## config.mk

```make
export PLATFORM = sky130hd
export DESIGN_NAME = pipe_hazard_unit
export DESIGN_NICKNAME = d
export VERILOG_FILES = /design/src/rtl/hz_pkg.sv /design/src/rtl/hz_fwd_pick.sv /design/src/rtl/hz_loaduse.sv /design/src/rtl/hz_redirect.sv /design/src/rtl/pipe_hazard_unit.sv
export SDC_FILE = /design/constraint.sdc
export NUM_CORES = 1
export LEC_CHECK = 0
export ABC_CLOCK_PERIOD_IN_PS = 2200
export BUFFER_PORTS_ARGS = -buffer_cell sky130_fd_sc_hd__buf_2
export CORE_AREA = 2 2 39 41
export DETAILED_ROUTE_END_ITERATION = 7
export DIE_AREA = 0 0 41 43
export GPL_ROUTABILITY_DRIVEN = 0
export GPL_TIMING_DRIVEN = 0
export PLACE_DENSITY = 0.79
export SYNTH_ARGS = -nofsm -noshare
export SYNTH_HDL_FRONTEND = slang
export SYNTH_SLANG_ARGS = --single-unit
```

## constraint.sdc

```tcl
create_clock -name vclk -period 2.2
set_clock_uncertainty 0.1 [all_clocks]
set_input_delay 0.33 -clock vclk [all_inputs]
set_output_delay 0.33 -clock vclk [all_outputs]
set_load 0.02 [all_outputs]
```

## src/rtl/hz_pkg.sv

```systemverilog
package hz_pkg;
   typedef enum logic [1:0] {
      SRC_RF  = 2'b00,
      SRC_WB  = 2'b01,
      SRC_MEM = 2'b10
   } src_sel_e;
endpackage

```

## src/rtl/hz_fwd_pick.sv

```systemverilog
module hz_fwd_pick #(
   parameter int AW = 5
) (
   input  logic          clk,
   input  logic          rst_n,
   input  logic [AW-1:0] rs,
   input  logic [AW-1:0] mem_rd,
   input  logic          mem_wen,
   input  logic [AW-1:0] wb_rd,
   input  logic          wb_wen,
   output logic [1:0]    sel
);
   import hz_pkg::*;

   logic mem_ok, wb_ok, mem_hit, wb_hit;
   src_sel_e pick;

   assign mem_ok  = mem_wen && (mem_rd != '0);
   assign wb_ok   = wb_wen  && (wb_rd  != '0);
   assign mem_hit = mem_ok && (mem_rd == rs);
   assign wb_hit  = wb_ok  && (wb_rd  == rs);

   always_comb begin
      if (mem_hit)     pick = SRC_MEM;
      else if (wb_hit) pick = SRC_WB;
      else             pick = SRC_RF;
   end

   assign sel = pick;

   AST_SEL_LEGAL: assert property (@(posedge clk) disable iff (!rst_n)
      sel != 2'b11);
   AST_YOUNGER_WINS: assert property (@(posedge clk) disable iff (!rst_n)
      (mem_wen && mem_rd == rs && rs != '0) |-> sel == 2'b10);
   AST_ZERO_FROM_RF: assert property (@(posedge clk) disable iff (!rst_n)
      (rs == '0) |-> sel == 2'b00);
   AST_WB_NEEDS_WEN: assert property (@(posedge clk) disable iff (!rst_n)
      (sel == 2'b01) |-> (wb_wen && wb_rd == rs));
endmodule

```

## src/rtl/hz_loaduse.sv

```systemverilog
module hz_loaduse #(
   parameter int AW   = 5,
   parameter int NSRC = 2
) (
   input  logic                      clk,
   input  logic                      rst_n,
   input  logic [AW-1:0]             ex_rd,
   input  logic                      ex_wen,
   input  logic                      ex_load,
   input  logic [NSRC-1:0][AW-1:0]   id_rs,
   input  logic [NSRC-1:0]           id_use,
   output logic                      hit
);
   logic             producer;
   logic [NSRC-1:0]  match;

   assign producer = ex_load && ex_wen && (ex_rd != '0);

   for (genvar s = 0; s < NSRC; s++) begin : g_src
      assign match[s] = id_use[s] && (id_rs[s] == ex_rd);
   end

   assign hit = producer && (|match);

   AST_HIT_NEEDS_LOAD: assert property (@(posedge clk) disable iff (!rst_n)
      hit |-> (ex_load && ex_wen));
   AST_UNUSED_NO_HIT: assert property (@(posedge clk) disable iff (!rst_n)
      (id_use == '0) |-> !hit);
endmodule

```

## src/rtl/hz_redirect.sv

```systemverilog
module hz_redirect #(
   parameter bit RESOLVE_IN_EX = 1'b1
) (
   input  logic clk,
   input  logic rst_n,
   input  logic br_taken,
   input  logic lu_hit,
   output logic stall,
   output logic flush_if,
   output logic flush_id
);
   if (RESOLVE_IN_EX) begin : g_ex
      assign stall    = lu_hit && !br_taken;
      assign flush_if = br_taken;
      assign flush_id = br_taken;

      AST_EX_FLUSH_TWO: assert property (@(posedge clk) disable iff (!rst_n)
         br_taken |-> (flush_if && flush_id && !stall));
   end else begin : g_id
      assign stall    = lu_hit;
      assign flush_if = br_taken && !lu_hit;
      assign flush_id = 1'b0;

      AST_ID_FLUSH_ONE: assert property (@(posedge clk) disable iff (!rst_n)
         !flush_id && !(stall && flush_if));
   end
endmodule

```

## src/rtl/pipe_hazard_unit.sv

```systemverilog
module pipe_hazard_unit #(
   parameter int AW            = 5,
   parameter bit RESOLVE_IN_EX = 1'b1
) (
   input  logic          clk,
   input  logic          rst_n,
   input  logic [AW-1:0] ex_rs_a,
   input  logic [AW-1:0] ex_rs_b,
   input  logic [AW-1:0] id_rs_a,
   input  logic [AW-1:0] id_rs_b,
   input  logic          id_use_a,
   input  logic          id_use_b,
   input  logic [AW-1:0] ex_rd,
   input  logic          ex_wen,
   input  logic          ex_load,
   input  logic [AW-1:0] mem_rd,
   input  logic          mem_wen,
   input  logic [AW-1:0] wb_rd,
   input  logic          wb_wen,
   input  logic          br_taken,
   output logic [1:0]    fwd_a_sel,
   output logic [1:0]    fwd_b_sel,
   output logic          stall,
   output logic          flush_if,
   output logic          flush_id
);
   localparam int NOPS = 2;

   if (AW < 1 || AW > 8) begin : g_bad_aw
      $error("pipe_hazard_unit: AW must be between 1 and 8");
   end

   logic [NOPS-1:0][AW-1:0] ex_rs_v;
   logic [NOPS-1:0][AW-1:0] id_rs_v;
   logic [NOPS-1:0][1:0]    sel_v;
   logic [NOPS-1:0]         id_use_v;
   logic                    lu_hit;

   assign ex_rs_v  = {ex_rs_b, ex_rs_a};
   assign id_rs_v  = {id_rs_b, id_rs_a};
   assign id_use_v = {id_use_b, id_use_a};

   for (genvar g = 0; g < NOPS; g++) begin : g_op
      hz_fwd_pick #(.AW(AW)) u_pick (
         .clk     (clk),
         .rst_n   (rst_n),
         .rs      (ex_rs_v[g]),
         .mem_rd  (mem_rd),
         .mem_wen (mem_wen),
         .wb_rd   (wb_rd),
         .wb_wen  (wb_wen),
         .sel     (sel_v[g])
      );
   end

   assign fwd_a_sel = sel_v[0];
   assign fwd_b_sel = sel_v[1];

   hz_loaduse #(.AW(AW), .NSRC(NOPS)) u_lu (
      .clk     (clk),
      .rst_n   (rst_n),
      .ex_rd   (ex_rd),
      .ex_wen  (ex_wen),
      .ex_load (ex_load),
      .id_rs   (id_rs_v),
      .id_use  (id_use_v),
      .hit     (lu_hit)
   );

   hz_redirect #(.RESOLVE_IN_EX(RESOLVE_IN_EX)) u_redir (
      .clk      (clk),
      .rst_n    (rst_n),
      .br_taken (br_taken),
      .lu_hit   (lu_hit),
      .stall    (stall),
      .flush_if (flush_if),
      .flush_id (flush_id)
   );

   AST_NO_MEM_WHEN_OFF: assert property (@(posedge clk) disable iff (!rst_n)
      !mem_wen |-> (fwd_a_sel != 2'b10 && fwd_b_sel != 2'b10));
   AST_OPS_INDEPENDENT: assert property (@(posedge clk) disable iff (!rst_n)
      (ex_rs_a == ex_rs_b) |-> (fwd_a_sel == fwd_b_sel));
   AST_STALL_ONLY_LOAD: assert property (@(posedge clk) disable iff (!rst_n)
      stall |-> ex_load);
endmodule

```

== Yosys cells after proc, flatten, opt, wreduce, memory -nomap -nowiden ==
Index checks and enable logic that the tools add are counted.

* Register bits: 0
* Latch bits: 0
* Bits in writable memories: 0
* Bits in read-only memories: 0
* Memories: 0

* $add $sub $neg: 0
* $mul: 0
* Div/mod/pow operators: 0
* Order comparisons: 0
* Equality and inequality tests: 6
* Shift-type cells: 0
* Multiplexer cells: 4
* Bitwise gates (word level): 0
* Reductions and logical operators: 17

{| class="wikitable"
|+ Operator list
! kind !! count
|-
| $eq A5 B5 Y1 || 6
|-
| $reduce_bool A5 Y1 || 3
|-
| $logic_and A1 B1 Y1 || 12
|-
| $mux W2 || 2
|-
| $mux W1 || 2
|-
| $reduce_or A2 Y1 || 1
|-
| $logic_not A1 Y1 || 1
|}

== Longest topological paths before layout ==
Gate-level depths: netlist of the first run.

* Depth after elaboration: 5
* Gate-level depth with buffers: 4

== By module ==
Synthesis of the first run repeated with hierarchy kept, for this count alone.

* Cells, all modules: 62
* Area, all modules: 481.7 um^2

{| class="wikitable"
|+ By module, submodules not included
! module !! times used !! cells each !! area an instance (um^2) !! seq. area each (um^2)
|-
| hz_fwd_pick || 2 || 21 || 158.9 || 0.0
|-
| hz_loaduse || 1 || 17 || 135.1 || 0.0
|-
| hz_redirect || 1 || 3 || 28.8 || 0.0
|}

== Least setup slack after synthesis of the first run ==
Ideal clock, no wire load.

* Path type: in2out
* From: in mem_rd[1]
* To: out fwd_a_sel[0]
* Arrival: 1592 ps
* Setup slack: 178 ps
* Cell stages on the path: 4
* Buffers on the path: 0
* Cell sequence: or4_1 o21ai_2 nor4_1 nor4_2

* Cells in the longest elaborated chain, start to end: 4
* Elaborated cells between the ends (all ways): 5

{| class="wikitable"
|+ Ends and longest elaborated chain
! what !! RTL line !! RTL
|-
| start: declaration || pipe_hazard_unit.sv:16 || <nowiki>input logic [AW-1:0] mem_rd,</nowiki>
|-
| $reduce_bool A5 Y1 || hz_fwd_pick.sv:18 || <nowiki>assign mem_ok = mem_wen && (mem_rd != '0);</nowiki>
|-
| $logic_and A1 B1 Y1 || hz_fwd_pick.sv:18 ||
|-
| $logic_and A1 B1 Y1 * || hz_fwd_pick.sv:20 || <nowiki>assign mem_hit = mem_ok && (mem_rd == rs);</nowiki>
|-
| via g_op[0].u_pick.mem_hit || hz_fwd_pick.sv:15 || <nowiki>logic mem_ok, wb_ok, mem_hit, wb_hit;</nowiki>
|-
| $mux W2 * || hz_fwd_pick.sv:24 || <nowiki>if (mem_hit) pick = SRC_MEM;</nowiki>
|-
| end: declaration || pipe_hazard_unit.sv:21 || <nowiki>output logic [1:0] fwd_a_sel,</nowiki>
|}

Mark *: on every way through the listed nets, which the timed path passes. The rest lies on a longest branch.

== Worst setup path after layout of the first run ==
Same ends and word-level chain as after synthesis.

==> metrics.txt, run 1 <==
status=finished, final reports clean; VDD IR max=0.0724 mV; critical path launch point type=input port; setup ws final=0.0689 ns; mapped cell area=432 µm²; crit path from=mem_rd[1]; synth warn=0; largest net degree at the start of global routing=4; post-route minimum period=2.13 ns; Final Util=50.5%; FF/Latch Area=0 µm²; Initial Util=31.2%; Antenna Violating Nets Remaining=0; final std cell area, no fill=699 µm²; # IOs=51; share of cells above drive strength 1=53.8%; TritonRoute pass-1 iters=4; Final Power=0.121 mW; seq_cells=0; total leakage power=0.351 nW; Peak Freq=469 MHz; met3 GRT Util=0.524%; largest family of logic cells by synthesized area=XOR/XNOR gates; grt ovf=0; Routed WL=1.35 mm; Max Fanout on Critical Path=3; fin. max-slew vios=0; grt met2 use=30.0%; WP data required=1.77 ns; relative slew slack=69.6%; Syn Nets=99; GRT Max-Usage Layer=met2; Synth top area share=44.6%; Synth Instances=55; vias in the first global route=528; Avg Synthesized Cell Area=7.85 µm²; full die area=1760 µm²; most common cell in the synthesized netlist=xor2_1; mux contribution to synthesized area=0%; final worst-path cycle share=96.9%; hpwl dp=1.23 mm; GR Layer Usage met1=19.9%; initial antenna violation count=0; Synth Area in Compound Gates=5.51%; GRT Util Overall=16.2%; Die X=41 µm; final hold violation count=0; drt via density=4.60; Post-Place Setup Slack=0.0633 ns; DRC violations left=0; CP arrival=1.70 ns; RSZ-0062 raised after global routing=false; Least-Margin Pin Slew=0.451 ns; Hold Path Class=in2out; Setup TNS Final=0 ns; Synth area leader=xor2_1; Crit Path Class=in2out; Ant. Diodes=0; synth cell count leaders=xor2_1, xnor2_1, or4_1; DP Area=697 µm²; DR iter-0 viols=6; DR WL/cell=11.3 µm; Setup-failing EPs final=0; count of input and output buffers=49; Synth cell types=13; PD cells=173 nW/µm²; first-pass GRT wire length=2.13 mm; nets=150; vias=552; xor/xnor cell area share of the yosys netlist=60.9%; Die Span Y=43 µm; area growth from synthesis to layout=62.0%; ranking of synthesized cells by area=xor2_1, xnor2_1, or4_1, buf_4, nor4_1; min-delay src=br_taken; Synth Area in Adders=0%; sequential area share after synthesis=0%; simple-gate area share of the yosys netlist=26.7%; Rows=14; CLK BUF=0; reported max-cap violation count=0; Core ar.=1380 µm²; Critical Path Sink Type=output port
[timing repair]
action                                  4_1_cts  5_1_grt
endpoints found under the setup margin        0        1
hold buffers                                  0        0
buffers inserted                              0        0
gates resized for setup                       0        1
[final cells by class]
type,instances,area [µm²]
fillers,129,684
plain buffers,4,30.0
repair buffers,49,248
multi-input cells,51,402
well taps,16,20.0
[routing by layer]
layer  up-vias  share of wire, %
met3         0               1.6
met2         5                57
met4         0                 0
li1        291                 -
met5         -                 0
met1       256                41
[placed cells by master (no fill, tap or decap)]
cell type / synthesis / layout
buf_2: 0 / 48
xor2_1: 22 / 22
xnor2_1: 8 / 8
or4_1: 5 / 5
buf_4: 4 / 5
nand3_1: 4 / 4
nor4_1: 4 / 4
nor4_2: 2 / 2
o21ai_2: 1 / 1
o21ai_1: 1 / 1
nand2_1: 1 / 1
nor2_1: 1 / 1
o21ai_0: 1 / 1
a21oi_1: 1 / 1
[power breakdown]
| part | internal, mW | total (mW) | leakage, nW | switching, mW |
|---|---|---|---|---|
| combinational | 0.0632 | 0.121 | 0.351 | 0.0578 |
| sequential | 0 | 0 | 0 | 0 |
| clock | 0 | 0 | 0 | 0 |
[final timing paths]
kind / end / cells past startpoint
setup / recovery: fwd_a_sel[0] / 6
hold / removal: flush_if / 3
[cell families after synthesis]
family	after synthesis
AND/OR/NAND/NOR	17
XOR/XNOR	30
buffers and inverters	4
AO/OA/AOI/OAI	4
[critical path: stages]
cell and delay, ns:
buf_2 0.13, or4_1 0.53, o21ai_2 0.15, nor4_1 0.10, nor4_2 0.26, buf_2 0.20
[stage by stage]
stage	hold slack, ns	instances
floorplan	0.673	55
global placement	0.894	120
detailed placement	0.900	120
CTS	0.900	120
global route	0.905	120
finish	0.897	120
Note: power is estimated with default switching activity, not from simulation.
==> run 2: changes to the inputs <==
--- a/config.mk
+++ b/config.mk
@@ -5,14 +5,13 @@
 export SDC_FILE = /design/constraint.sdc
 export NUM_CORES = 1
 export LEC_CHECK = 0
-export ABC_CLOCK_PERIOD_IN_PS = 2200
-export BUFFER_PORTS_ARGS = -buffer_cell sky130_fd_sc_hd__buf_2
+export ABC_CLOCK_PERIOD_IN_PS = 2380
 export CORE_AREA = 2 2 39 41
 export DETAILED_ROUTE_END_ITERATION = 7
 export DIE_AREA = 0 0 41 43
+export DONT_BUFFER_PORTS = 1
 export GPL_ROUTABILITY_DRIVEN = 0
 export GPL_TIMING_DRIVEN = 0
-export PLACE_DENSITY = 0.79
 export SYNTH_ARGS = -nofsm -noshare
 export SYNTH_HDL_FRONTEND = slang
 export SYNTH_SLANG_ARGS = --single-unit
==> constraint.sdc (replaced) <==
create_clock -name vclk -period 2.38
set_clock_uncertainty 0.1 [all_clocks]
set_input_delay 0.357 -clock vclk [all_inputs]
set_output_delay 0.357 -clock vclk [all_outputs]
set_load 0.02 [all_outputs]
==> run 2 against run 1 <==
Non-clock buffer count decreased by 49. Combinational power decreased by 54%. Clock-buffer cell count unchanged. Flip-flop and latch count unchanged. Global-route usage decreased by 5.5 points. Sequential share of layout area unchanged. Routed wire length decreased by 27%. Critical endpoint unchanged.
==> metrics.txt, run 2 (synthesis gave the netlist of run 1 again) <==
status=finished, final reports clean; Final Power=0.0557 mW; crit path from=mem_rd[1]; Final Util=32.6%; Post-Place Setup Slack=0.239 ns; area growth from synthesis to layout=4.64%; Internal=0.0333 mW; Critical Path Sink Type=output port; vias=365; # IOs=51; CLK BUF=0; VDD IR max=0.0337 mV; seq_cells=0; Least-Margin Pin Slew=0.554 ns; # resized after CTS=0; WP data required=1.92 ns; Routed WL=990 µm; postcts setup bufs=0; total leakage power=0.150 nW; RSZ-0062 raised after global routing=false; Die X=41 µm; Initial Util=31.2%; grt ovf=0; Setup-failing EPs final=0; drt via density=5.14; Worst path top cell family by delay=simple AND/OR/NAND/NOR gates; Crit Path Class=in2out; Ant. Diodes=0; Core ar.=1380 µm²; Rows=14; critical path's largest stage delay=0.55 ns; Die Span Y=43 µm; FF/Latch Area=0 µm²; crit path buf inv count=0; most frequent cells in the layout=xor2_1, xnor2_1, or4_1; full die area=1760 µm²; Antenna Violating Nets Remaining=0; initial antenna violation count=0; DR WL/cell=13.9 µm; Post-CTS Hold Buffers=0; post-route minimum period=2.13 ns; Clk pwr share=0%; GRT Util Overall=10.7%; final worst-path cycle share=89.7%; largest net degree at the start of global routing=4; min-delay src=br_taken; setup ws final=0.245 ns; fin. max-slew vios=0; hpwl dp=936 µm; relative slew slack=62.7%; sequential share of power=0%; critical path launch point type=input port; Max Fanout on Critical Path=3; vias in the first global route=334; nets=101; count of input and output buffers=0; Sw Ratio=40.3%; most common cell after layout, fill and taps aside=xor2_1; Peak Freq=468 MHz; Psw=0.0225 mW; Hold Path Class=in2out; DR iter-0 viols=0; DRC violations left=0; PD cells=123 nW/µm²; Cell Chain, Critical Path=or4_1, o21ai_2, nor4_1, nor4_2; Slowest cell on crit path=nor4_2; CP arrival=1.68 ns; Logic pwr share=100.0%; reported max-cap violation count=0; first-pass GRT wire length=1.40 mm; TritonRoute pass-1 iters=1; Setup TNS Final=0 ns; share of cells above drive strength 1=12.7%; final hold violation count=0
run 2: cell count changes in the layout (fill, tap and decap cells not counted):
cell   delta
buf_2    -48
buf_4     -1
run 2: final timing paths:
| check | to | slack (ns) | depth (start not counted) |
|---|---|---|---|
| setup / recovery | fwd_a_sel[0] | 0.25 | 4 |
| hold / removal | flush_id | 0.73 | 1 |
run 2: routing by layer:
| metal | part of all wire (%) | global-route usage, % | vias to the layer above | routed length [µm] |
|---|---|---|---|---|
| met5 | 0 | 0 | - | 0 |
| met4 | 0 | 0 | 0 | 0 |
| met3 | 13 | 4.71 | 0 | 125 |
| met2 | 48 | 15.0 | 18 | 479 |
| met1 | 39 | 15.8 | 155 | 385 |
| li1 | - | - | 192 | - |
run 2: cell type report:
type,instances,area (µm²)
Fill cell,155,932
Buffer,4,30.0
Multi-Input combinational cell,51,402
Tap cell,16,20.0
run 2: stage by stage:
| step | area, µm² | instances | hold slack, ns |
|---|---|---|---|
| after floorplan | 432 | 55 | 0.727 |
| after global placement | 452 | 71 | 0.729 |
| after detailed placement | 452 | 71 | 0.728 |
| after CTS | 452 | 71 | 0.728 |
| after global routing | 452 | 71 | 0.733 |
| final | 452 | 71 | 0.728 |
run 2: power groups by stage:
| stage | Sequential [mW] | Clock, mW | Combinational (mW) |
|---|---|---|---|
| 2_1_floorplan | 0 | 0 | 0.0517 |
| 3_3_place_gp | 0 | 0 | 0.0547 |
| 3_5_place_dp | 0 | 0 | 0.0557 |
| 4_1_cts | 0 | 0 | 0.0562 |
| 5_1_grt | 0 | 0 | 0.0610 |
| 6_report | 0 | 0 | 0.0557 |
